`src/rtl/dispatcher_pkg.sv`:
```
package dispatcher_pkg;
  typedef enum logic [1:0] {ST_IDLE, ST_OUT, ST_IN, ST_SEL} dispState_e;

  typedef struct packed {
    logic applyReq;
    logic popOut;
    logic popIn;
    logic doSelect;
  } dispCtrl_t;
endpackage

```
`src/rtl/disp_prio_enc.sv`:
```
module disp_prio_enc #(
  parameter int N     = 16,
  parameter int IDX_W = $clog2(N)
) (
  input  logic [N-1:0]     vec,
  output logic             any,
  output logic [IDX_W-1:0] idx
);
  // Lowest set index wins
  always_comb begin
    any = |vec;
    idx = '0;
    for (int i = N - 1; i >= 0; i--) begin
      if (vec[i]) idx = IDX_W'(i);
    end
  end
endmodule

```
`src/rtl/disp_control.sv`:
```
module disp_control
  import dispatcher_pkg::*;
(
  input  logic      clk,
  input  logic      rstN,
  input  logic      dispatchCmd,
  input  logic      outAny,
  input  logic      inAny,
  output dispCtrl_t ctrl,
  output logic      busy
);
  dispState_e state, stateNext;

  always_comb begin
    stateNext = state;
    ctrl      = '0;
    unique case (state)
      ST_IDLE: begin
        ctrl.applyReq = 1'b1;
        if (dispatchCmd) stateNext = ST_OUT;
      end
      ST_OUT: begin
        if (outAny) ctrl.popOut = 1'b1;
        else        stateNext   = ST_IN;
      end
      ST_IN: begin
        if (inAny) ctrl.popIn = 1'b1;
        else       stateNext  = ST_SEL;
      end
      default: begin
        ctrl.doSelect = 1'b1;
        stateNext     = ST_IDLE;
      end
    endcase
  end

  always_ff @(posedge clk) begin
    if (!rstN) state <= ST_IDLE;
    else       state <= stateNext;
  end

  assign busy = (state != ST_IDLE);


  busy_start_chk: assert property (@(posedge clk) disable iff (!rstN)
    $rose(busy) |-> $past(dispatchCmd));


  no_restart_chk: assert property (@(posedge clk) disable iff (!rstN)
    (busy && dispatchCmd && state != ST_SEL) |=> busy);
endmodule

```
`src/rtl/disp_datapath.sv`:
```
module disp_datapath
  import dispatcher_pkg::*;
#(
  parameter int N     = 16,
  parameter int IDX_W = $clog2(N)
) (
  input  logic             clk,
  input  logic             rstN,
  input  dispCtrl_t        ctrl,
  input  logic             relReq,
  input  logic [IDX_W-1:0] relIdx,
  input  logic             finReq,
  input  logic [IDX_W-1:0] finIdx,
  input  logic             exitReq,
  output logic             outAny,
  output logic             inAny,
  output logic             outStrobe,
  output logic [IDX_W-1:0] outIdx,
  output logic             inStrobe,
  output logic [IDX_W-1:0] inIdx,
  output logic             runValid,
  output logic [IDX_W-1:0] runIdx,
  output logic             preemptPulse,
  output logic             readyPulse,
  output logic [IDX_W-1:0] readyIdx
);
  logic [N-1:0] pendIn, pendOut, pendBody, holdRel, holdFin;
  logic [N-1:0] inN, outN, bodyN, holdRelN, holdFinN, relVec, finVec;
  logic         holdExit, holdExitN, runVN, preemptN, readyN;
  logic [IDX_W-1:0] runIdxN, readyIdxN, bodyIdx;
  logic         bodyAny;

  disp_prio_enc #(.N(N), .IDX_W(IDX_W)) u_encOut  (.vec(pendOut),  .any(outAny),  .idx(outIdx));
  disp_prio_enc #(.N(N), .IDX_W(IDX_W)) u_encIn   (.vec(pendIn),   .any(inAny),   .idx(inIdx));
  disp_prio_enc #(.N(N), .IDX_W(IDX_W)) u_encBody (.vec(pendBody), .any(bodyAny), .idx(bodyIdx));

  assign relVec    = relReq ? (N'(1) << relIdx) : '0;
  assign finVec    = finReq ? (N'(1) << finIdx) : '0;
  assign outStrobe = ctrl.popOut;
  assign inStrobe  = ctrl.popIn;

  always_comb begin
    inN = pendIn;  outN = pendOut;  bodyN = pendBody;
    holdRelN = holdRel;  holdFinN = holdFin;  holdExitN = holdExit;
    runVN = runValid;  runIdxN = runIdx;
    preemptN = 1'b0;  readyN = 1'b0;  readyIdxN = readyIdx;
    if (ctrl.applyReq) begin
      if ((exitReq || holdExit) && runValid) begin
        bodyN[runIdx] = 1'b0;
        runVN         = 1'b0;
        readyN        = 1'b1;
        readyIdxN     = runIdx;
      end
      holdExitN = 1'b0;
      inN       = inN | holdRel | relVec;
      bodyN     = bodyN | holdRel | relVec;
      outN      = outN | holdFin | finVec;
      holdRelN  = '0;
      holdFinN  = '0;
    end else begin
      holdRelN  = holdRel | relVec;
      holdFinN  = holdFin | finVec;
      holdExitN = holdExit | exitReq;
    end
    if (ctrl.popOut) outN[outIdx] = 1'b0;
    if (ctrl.popIn)  inN[inIdx]   = 1'b0;
    if (ctrl.doSelect && bodyAny && (!runValid || bodyIdx < runIdx)) begin
      runVN    = 1'b1;
      runIdxN  = bodyIdx;
      preemptN = runValid;
    end
  end

  always_ff @(posedge clk) begin
    if (!rstN) begin
      pendIn <= '0;  pendOut <= '0;  pendBody <= '0;
      holdRel <= '0;  holdFin <= '0;  holdExit <= 1'b0;
      runValid <= 1'b0;  runIdx <= '0;
      preemptPulse <= 1'b0;  readyPulse <= 1'b0;  readyIdx <= '0;
    end else begin
      pendIn <= inN;  pendOut <= outN;  pendBody <= bodyN;
      holdRel <= holdRelN;  holdFin <= holdFinN;  holdExit <= holdExitN;
      runValid <= runVN;  runIdx <= runIdxN;
      preemptPulse <= preemptN;  readyPulse <= readyN;  readyIdx <= readyIdxN;
    end
  end


  out_before_in_chk: assert property (@(posedge clk) disable iff (!rstN)
    inStrobe |-> !outAny);


  out_clear_chk: assert property (@(posedge clk) disable iff (!rstN)
    outStrobe |=> !pendOut[$past(outIdx)]);


  in_clear_chk: assert property (@(posedge clk) disable iff (!rstN)
    inStrobe |=> !pendIn[$past(inIdx)]);


  preempt_prio_chk: assert property (@(posedge clk) disable iff (!rstN)
    preemptPulse |-> (runValid && runIdx < $past(runIdx)));


  running_registered_chk: assert property (@(posedge clk) disable iff (!rstN)
    runValid |-> pendBody[runIdx]);


  ready_idx_chk: assert property (@(posedge clk) disable iff (!rstN)
    readyPulse |-> (!runValid && readyIdx == $past(runIdx)));


  run_fall_chk: assert property (@(posedge clk) disable iff (!rstN)
    $fell(runValid) |-> readyPulse);
endmodule

```
`src/rtl/task_dispatcher.sv`:
```
module task_dispatcher
  import dispatcher_pkg::*;
#(
  parameter int NUM_TASKS = 16,
  localparam int IDX_W    = $clog2(NUM_TASKS)
) (
  input  logic             clk,
  input  logic             rstN,
  input  logic             relReq,
  input  logic [IDX_W-1:0] relIdx,
  input  logic             finReq,
  input  logic [IDX_W-1:0] finIdx,
  input  logic             dispatchCmd,
  input  logic             exitReq,
  output logic             outStrobe,
  output logic [IDX_W-1:0] outIdx,
  output logic             inStrobe,
  output logic [IDX_W-1:0] inIdx,
  output logic             busy,
  output logic             runValid,
  output logic [IDX_W-1:0] runIdx,
  output logic             preemptPulse,
  output logic             readyPulse,
  output logic [IDX_W-1:0] readyIdx
);
  dispCtrl_t ctrl;
  logic      outAny, inAny;

  disp_control u_ctrl (
    .clk(clk), .rstN(rstN), .dispatchCmd(dispatchCmd),
    .outAny(outAny), .inAny(inAny), .ctrl(ctrl), .busy(busy)
  );

  disp_datapath #(.N(NUM_TASKS), .IDX_W(IDX_W)) u_dp (
    .clk(clk), .rstN(rstN), .ctrl(ctrl),
    .relReq(relReq), .relIdx(relIdx), .finReq(finReq), .finIdx(finIdx),
    .exitReq(exitReq), .outAny(outAny), .inAny(inAny),
    .outStrobe(outStrobe), .outIdx(outIdx), .inStrobe(inStrobe), .inIdx(inIdx),
    .runValid(runValid), .runIdx(runIdx), .preemptPulse(preemptPulse),
    .readyPulse(readyPulse), .readyIdx(readyIdx)
  );
endmodule

```
`config.mk`:
```
export PLATFORM = sky130hd
export DESIGN_NAME = task_dispatcher
export DESIGN_NICKNAME = d
export VERILOG_FILES = /design/src/rtl/dispatcher_pkg.sv /design/src/rtl/disp_prio_enc.sv /design/src/rtl/disp_control.sv /design/src/rtl/disp_datapath.sv /design/src/rtl/task_dispatcher.sv
export SDC_FILE = /design/constraint.sdc
export NUM_CORES = 1
export LEC_CHECK = 0
export BUFFER_PORTS_ARGS = -buffer_cell sky130_fd_sc_hd__buf_2
export CAP_MARGIN = 20
export CORE_MARGIN = 10
export CORE_UTILIZATION = 56
export CTS_BUF_LIST = sky130_fd_sc_hd__clkbuf_8
export DETAILED_ROUTE_END_ITERATION = 16
export GPL_ROUTABILITY_DRIVEN = 0
export PLACE_DENSITY = 0.76
export SLEW_MARGIN = 20
export SYNTH_ARGS = -nofsm -noshare
export SYNTH_HDL_FRONTEND = slang
export SYNTH_HIERARCHICAL = 1
export SYNTH_SLANG_ARGS = --single-unit
export TNS_END_PERCENT = 50
```
`constraint.sdc`:
```
create_clock -name clk -period 1.8 [get_ports clk]
set_input_delay 0.36 -clock clk [delete_from_list [all_inputs] [get_ports clk]]
set_output_delay 0.36 -clock clk [all_outputs]
set_load 0.01 [all_outputs]
```
## Word level (Yosys, flattened, before mapping)

Cells that the tools add are included.

- ROM bits: 0
- Bits of input ports: 14
- Memory bits (writable): 0
- Memories kept: 0
- Output and inout bits: 22
- Flip-flop bits (word level): 94
- Word-level logic and storage cells: 141
- Latch bits: 0

- Multipliers: 0
- $add $sub $neg: 0
- Eq/ne operators: 5
- Bitwise gates (word level): 16
- Reduce and logical (&&, ||, !) cells: 23
- Muxes and demuxes: 76
- Order comparisons: 7
- Shift operators: 2
- Div/mod/pow operators: 0

Operators by type and width:

| operator | count |
|---|---|
| $mux 4 | 48 |
| $mux 16 | 8 |
| $or 16x16->16 | 8 |
| $and 16x16->16 | 3 |
| $not 16->16 | 3 |
| $reduce_or 16->1 | 3 |
| $shl 1x4->16 const A | 2 |
| $lt 4x5->1 const B | 3 |
| $mux 1 | 13 |
| $demux 1 s4 | 3 |
| $ge 4x1->1 const B | 3 |
| $reduce_and 2->1 | 4 |
| $logic_and 1x1->1 | 6 |
| $mux 2 | 3 |
| $ne 2x2->1 const B | 3 |
| $pmux 2 s3 | 1 |
| $reduce_bool 2->1 | 3 |
| $lt 4x4->1 | 1 |
| $reduce_and 3->1 | 1 |
| $reduce_or 3->1 | 1 |
| $eq 2x1->1 const B | 1 |
| $eq 2x2->1 const B | 1 |
| $logic_not 2->1 | 1 |
| $logic_or 1x1->1 | 2 |
| other kinds (4) | 4 |

## Longest topological paths before layout

Gate-level depths: netlist of run 1.

- Depth after elaboration: 23
- Gate-level depth with buffers: 9
- Gate-level depth less buffers: 9

## Cells and area by module

The synthesis of run 1 kept the hierarchy.

By module, submodules not included:

| module | instances | cells each | area each (um^2) | sequential area each (um^2) |
|---|---|---|---|---|
| disp_datapath | 1 | 389 | 3535.9 | 1841.8 |
| disp_prio_enc | 3 | 34 | 176.4 | 0.0 |
| disp_control | 1 | 18 | 177.7 | 40.0 |

## Worst setup path after synthesis of run 1

No wires, ideal clock.

- Kind: register -> register
- Start: reg u_dp.pendBody[4]
- End: reg u_dp.runIdx[0]
- Setup time: 0.124 ns
- Setup slack: -0.120 ns
- Data required time: 1.676 ns
- Period minus slack after synthesis: 1.920 ns
- Stages on the path, launching flop included: 8
- Data arrival time: 1.795 ns
- Buffers on the path: 0
- Cells stage by stage: dfxtp_1 > nor4_2 > nand3_1 > a31oi_1 > ha_1 > a211oi_1 > a21oi_4 > mux2i_1

- Word-level cells in the longest chain between the ends: 8
- Elaborated cells between the ends (all ways): 10
- Classes of those cells: order compare: 1; mux: 5; reduce/logical: 4

Ends and longest elaborated chain:

| item | line | text |
|---|---|---|
| start, declared | disp_datapath.sv:27 | `logic [N-1:0] pendIn, pendOut, pendBody, holdRel, holdFin;` |
| start signal, assigned | disp_datapath.sv:81 | `pendIn <= inN; pendOut <= outN; pendBody <= bodyN;` |
| $mux 4 (5 in series) | disp_prio_enc.sv:14 | `if (vec[i]) idx = IDX_W'(i);` |
| via u_dp.bodyIdx[3] | disp_datapath.sv:30 | `logic [IDX_W-1:0] runIdxN, readyIdxN, bodyIdx;` |
| $lt 4x4->1 | disp_datapath.sv:67 | `if (ctrl.doSelect && bodyAny && (!runValid \|\| bodyIdx < runIdx)) begin` |
| $logic_or 1x1->1 | disp_datapath.sv:67 |  |
| $logic_and 1x1->1 | disp_datapath.sv:67 |  |
| end signal, assigned | disp_datapath.sv:83 | `runValid <= runVN; runIdx <= runIdxN;` |
| end, declared | disp_datapath.sv:22 | `output logic [IDX_W-1:0] runIdx,` |

The timed path passes the listed nets, and every way through them passes these cells.
A chain may end at the register's enable or synchronous reset.

## Worst setup path after layout of run 1

- Start: reg u_dp.pendIn[4]
- End: out inStrobe

- Word-level cells in the longest chain between the ends: 3

Ends and longest elaborated chain:

| item | line | text |
|---|---|---|
| start, declared | disp_datapath.sv:27 |  |
| start signal, assigned | disp_datapath.sv:81 |  |
| $reduce_or 16->1 | disp_prio_enc.sv:11 | `any = \|vec;` |
| via inAny | task_dispatcher.sv:27 | `logic outAny, inAny;` |
| $mux 1 | disp_control.sv:27 | `if (inAny) ctrl.popIn = 1'b1;` |
| $mux 1 | disp_control.sv:17 | `unique case (state)` |
| end, declared | task_dispatcher.sv:17 | `output logic inStrobe,` |

The timed path passes the listed nets, and every way through them passes these cells.

==> results of run 1 <==
==> worst max-delay path by stage <==
stage                                 from        endpoint  slack (ns)  cells past startpoint
after floorplan           u_dp/pendBody[4]  u_dp/runIdx[0]      0.0001                      7
after global placement    u_dp/pendBody[4]  u_dp/runIdx[1]       -0.12                      7
after detailed placement  u_dp/pendBody[4]  u_dp/runIdx[0]       -0.23                      7
after CTS                   u_dp/pendIn[5]        inStrobe       -0.30                      5
after global routing        u_dp/pendIn[4]        inStrobe       -0.40                      5
final                       u_dp/pendIn[4]        inStrobe       -0.35                      5
==> layout make-up <==
cell class / instances / area (um2)
inverter: 34 / 128
clock inverter: 7 / 67.6
multi-input combinational: 365 / 2620
fill: 509 / 1700
sequential: 94 / 1920
timing repair buffer: 82 / 607
clock buffer: 9 / 124
tap: 99 / 124
==> state kept, by name (all words and copies together) (netlist names) <==
register,cells
u_dp/runValid,1
u_dp/readyIdx,4
u_dp/pendBody,16
u_dp/preemptPulse,1
u_dp/pendOut,16
u_dp/runIdx,4
u_dp/holdRel,16
u_dp/holdExit,1
u_dp/readyPulse,1
u_ctrl/state,2
u_dp/pendIn,16
u_dp/holdFin,16
==> tightest hold or removal path, delay by kind of cell <==
| family | cells | cell delay (ns) |
|---|---|---|
| buf+inv | 1 | 0.12 |
| simple gates | 2 | 0.17 |
==> layer usage <==
layer | wire, um | vias up
li1 | - | 1931
met1 | 5490 | 2038
met2 | 6010 | 195
met3 | 844 | 32
met4 | 353 | 0
met5 | 0 | -
==> cell families (layout without fill, tap and decap cells) <==
logic type,Yosys count,in the layout
fa+ha+maj,7,7
flops,94,94
buf+inv,50,132
compound gates,156,156
simple gates,193,193
mux,9,9
==> placed cells by master, fill, tap and decap left out, types with 3 or more instances in the layout <==
| cell type | n |
|---|---|
| a21boi_0 | 16 |
| a21o_1 | 3 |
| a21oi_1 | 47 |
| a21oi_2 | 4 |
| a31oi_1 | 7 |
| a31oi_2 | 3 |
| and3_4 | 3 |
| and3b_1 | 4 |
| buf_2 | 28 |
| buf_4 | 42 |
| buf_6 | 9 |
| clkbuf_8 | 9 |
| dfxtp_1 | 73 |
| dfxtp_2 | 15 |
| dfxtp_4 | 6 |
| ha_1 | 3 |
| inv_1 | 32 |
| mux2i_1 | 9 |
| nand2_1 | 32 |
| nand2b_1 | 22 |
| nand3_1 | 7 |
| nand3_2 | 4 |
| nand3_4 | 3 |
| nand3b_1 | 4 |
| nor2_1 | 58 |
| nor2_2 | 8 |
| nor2_4 | 4 |
| nor2b_1 | 12 |
| nor4_4 | 6 |
| o21ai_0 | 18 |
| o21ai_1 | 11 |
| o21ai_2 | 15 |
| o221a_2 | 7 |
| o311a_1 | 5 |
| or3_1 | 3 |
==> synth_stat cells (3+ instances only) <==
master	number	area share [%]
nand2b_1	24	3.5
nor2b_1	13	1.9
and3_1	5	0.74
o22ai_1	3	0.44
o221a_2	9	2.4
nand2_1	33	2.9
nand3_1	14	1.7
nor2_1	67	5.9
dfxtp_1	94	44
nor4_2	3	0.88
nor4_1	3	0.44
clkbuf_1	13	1.2
nor2_2	3	0.44
mux2i_1	9	2.1
a21boi_0	16	2.8
or2_2	3	0.44
or3_1	3	0.44
o311a_1	5	1.2
o31ai_1	3	0.53
and3b_1	4	0.83
a21o_1	3	0.53
a21oi_1	51	6.0
o21ai_0	44	5.2
nor3_1	3	0.35
nand3b_1	4	0.71
a31oi_1	12	1.8
ha_1	7	2.1
inv_1	34	3.0
==> power breakdown <==
part,switching [mW],total [mW],internal (mW)
clock,0.808,1.34,0.536
sequential,0.117,2.30,2.18
combinational,1.34,2.41,1.07
total,2.26,6.05,3.79
==> timing repair <==
| action | CTS | global route |
|---|---|---|
| pin swaps | 21 | 46 |
| endpoints found under the hold margin | 0 | 0 |
| setup buffers | 14 | 8 |
| gates resized for setup | 49 | 107 |
| setup endpoints to repair | 24 | 90 |
| hold buffers | 0 | 0 |
==> impl_metrics.ini, run 1 <==
[status]
status = finished with violations
violations = setup timing

[synth]
synthAdderAreaFrac_pct = 2.06
synthArstFlopShare_pct = 0
synth_area_um2 = 4240
synth_top_family_by_area = simple AND/OR/NAND/NOR gates
synth.ff_latch_count = 94
synth-main-ff-cell = dfxtp_1
ys_seq_area_share_pct = 44.4
synthCells = 509
synth_compound_area_share_pct = 23.2
synthSimpleGateAreaFrac_pct = 23.6
syn_nets = 530
syn_avg_cell_area_um2 = 8.34
synthMuxAreaShare_pct = 2.12
synthDistinctLibCells = 47
synth_xor_area_share_pct = 0
synth_enable_flop_cells = 0
synth_warnings = 6

[global_route]
grt_pass1_vias = 3867
grt_util_all_layers_pct = 19.4
grt_pass1_wl_um = 18300
antenna_found_initial = 0
use_met2_pct = 31.3
grt_overflow = 0
use_met3_pct = 3.83
grt_use_met1_pct = 24.9
grt_max_degree = 52
grt_busiest_layer = met2

[critical_path]
critPathBufInv = 1
timing.rr.end = u_dp/pendIn[13]
r2r_cells = 10
critPathKind = reg2out
arrival_ns = 1.79
timing.rr.start = u_dp/pendIn[4]
crit_slowest_cell = dfxtp_2
cp.required_ns = 1.44
crit_family = simple AND/OR/NAND/NOR gates
reg2reg_slack_ns = -0.27
cpPeakStageDelay_ns = 0.35
startpoint_type = register
path_max_fanout = 2
crit_chain = nor4_4, nand3_1, or3_1, and2_4, buf_6
end_kind = primary output

[floorplanning]
die_width_um = 107
initial_core_util_pct = 58.2
row_count = 31
ios = 36
die_area_um2 = 11500
core_um2 = 7290
die_height_um = 107

[routing]
routed_wl_um = 12700
routed-via-count = 4196
drcViolationCount = 0
vias_per_cell = 6.08
ant_nets = 0
drt_iter0_markers = 419
drtPass1Iterations = 5
wire_per_inst_um = 18.4

[timing]
final-max-slew-violation-count = 0
skew_ns = 0.0107
setup_ws_ns = -0.346
hold_ws_ns = 0.320
finalCritPeriodShare_pct = 119
rsz0062_at_grt = true
hold_violations = 0
tns_ns = -7.06
finalSetupViolCount = 43
tightest_slew_ns = 0.445
min_period_ns = 2.15
fmax_mhz = 466
slew_headroom_pct = 70.3

[place]
dp_slack_ns = -0.229
placed_area_um2 = 4700
io_buffer_count = 35
numPlacedInstances = 655
hpwlAfterDp_um = 8030

[clock_network]
clock-sinks = 94
clockRootBuffer = clkbuf_8
clk_pin_slew_worst_paths_ns = 0.10
numCtsBuffers = 9
htreeDepth = 3
cts_max_path_buffers = 2
cts_tree = yes
clkLatencyLatePin_ns = 0.36

[finish]
n_antenna_cell = 0
nets = 607
post-route-util_pct = 76.7
stdcell_area_um2 = 5600
fin_cells = 690
drive_above_1_share_pct = 35.9
area_growth_pct = 31.9

[power_and_ir_drop]
p_leak_nw = 2.24
max-vdd-ir-drop_mv = 0.587
power.density_nw_per_um2 = 1080
p_total_mw = 6.05

[worst_hold_path]
hp-start = exitReq
hold_path_class = in2reg
worstHoldPathCells = 3
holdPathEnd = u_dp/holdExit

[run]
maxCapViolations = 0
No activity file was read; power rests on OpenSTA's default activity.
==> run 2: changes to the inputs <==
BUFFER_PORTS_ARGS = unset   (was -buffer_cell sky130_fd_sc_hd__buf_2)
CORE_UTILIZATION = 59   (was 56)
DONT_BUFFER_PORTS = 1   (was unset)
==> impl_metrics.ini, run 2 (synthesis results as in run 1) <==
[status]
status = finished with violations
violations = setup timing

[critical_path]
critPathKind = reg2out
startpoint_type = register
end_kind = primary output
arrival_ns = 1.83
path_max_fanout = 3
cp.required_ns = 1.44

[routing]
wire_per_inst_um = 19.4
drtPass1Iterations = 5
routed_wl_um = 13000
ant_nets = 0
vias_per_cell = 6.17
routed-via-count = 4118
drcViolationCount = 0
drt_iter0_markers = 504

[finish]
final_cell_mix = 75 x dfxtp_1, 61 x nor2_1, 47 x a21oi_1
fillerInstances = 457
drive_above_1_share_pct = 30.8
n_antenna_cell = 0
area_growth_pct = 28.1
nets = 587
stdcell_area_um2 = 5440
final_common_cell = dfxtp_1

[global_route]
grt_util_all_layers_pct = 21.0
grt_overflow = 0
antenna_found_initial = 0
grt_max_degree = 68
grt_pass1_wl_um = 19300
grt_pass1_vias = 3852

[place]
dp_slack_ns = -0.263
placed_area_um2 = 4560
io_buffer_count = 0
hpwlAfterDp_um = 7890

[floorplanning]
die_height_um = 105
initial_core_util_pct = 61.4
die_width_um = 105
die_area_um2 = 11000
core_um2 = 6910
ios = 36
row_count = 30

[clock_network]
htreeDepth = 3
cts_hold_buffers = 0
clockRootBuffer = clkbuf_8
clkLatencyLatePin_ns = 0.36
numCtsBuffers = 9
cts_tree = yes
clk_pin_slew_worst_paths_ns = 0.10
cts_max_path_buffers = 2
clock-sinks = 94

[power_and_ir_drop]
p_leak_nw = 2.13
p_total_mw = 6.03
max-vdd-ir-drop_mv = 0.697
power.density_nw_per_um2 = 1110

[timing]
slew_headroom_pct = 67.5
finalCritPeriodShare_pct = 122
rsz0062_at_grt = true
skew_ns = 0.0128
setup_ws_ns = -0.391
finalSetupViolCount = 37
hold_violations = 0
final-max-slew-violation-count = 0
min_period_ns = 2.19
tightest_slew_ns = 0.486
fmax_mhz = 456

[worst_hold_path]
hold_path_class = in2reg

[run]
maxCapViolations = 0
-- run 2: area by class of cell --
class / count / area (um2) / share of cell area (%)
Inverter: 34 / 128 / 2.35
Timing Repair Buffer: 62 / 526 / 9.67
Sequential cell: 94 / 1930 / 35.5
Tap cell: 96 / 120 / 2.21
Clock inverter: 7 / 61.3 / 1.13
Multi-Input combinational cell: 365 / 2550 / 46.9
Clock buffer: 9 / 124 / 2.28
-- run 2: path summary, 6_finish.rpt --
path / slack [ns] / depth (start not counted) / end / from
hold reg to reg: 0.46 / 2 / u_dp/holdRel[2] / u_dp/holdRel[2]
hold / removal: 0.12 / 2 / u_dp/pendIn[5] / rstN
setup reg to reg: -0.35 / 9 / u_ctrl/state[1] / u_dp/pendIn[9]
setup / recovery: -0.39 / 5 / inStrobe / u_dp/pendIn[9]
-- run 2: critical path: stages, from the launching register on --
cell     delay [ns]
dfxtp_1        0.34
nor2_1         0.27
nand2_1        0.16
or3_1          0.38
and2_4         0.18
buf_4          0.14
-- run 2: routing by layer --
layer	share of wire, %	vias to the layer above	global-route usage (%)
li1	-	1890	-
met1	41	1954	26.7
met2	47	226	33.5
met3	8.1	48	4.91
met4	3.5	0	8.82
met5	0	-	0
-- run 2: timing repair --
action,in CTS,in global routing
setup buffers,17,10
resized for setup,76,66
setup endpoints to repair,28,48
pin swaps,21,28
-- run 2: metrics by stage --
| stage | util [%] | setup TNS [ns] | std cells | hold WS [ns] |
|---|---|---|---|---|
| floorplan | - | 0 | 509 | 0.420 |
| global placement | 66.1 | -0.572 | 624 | 0.435 |
| detailed placement | 66.1 | -1.49 | 624 | 0.441 |
| CTS | 74.7 | -3.26 | 657 | 0.100 |
| global route | 78.7 | -10.22 | 667 | 0.0976 |
| finish | 78.7 | -8.03 | 667 | 0.121 |
-- run 2: where the power goes --
part | switching [mW] | leakage [nW] | internal [mW]
Combinational | 1.30 | 1.26 | 1.08
Clock | 0.818 | 0.0945 | 0.535
Sequential | 0.114 | 0.771 | 2.18
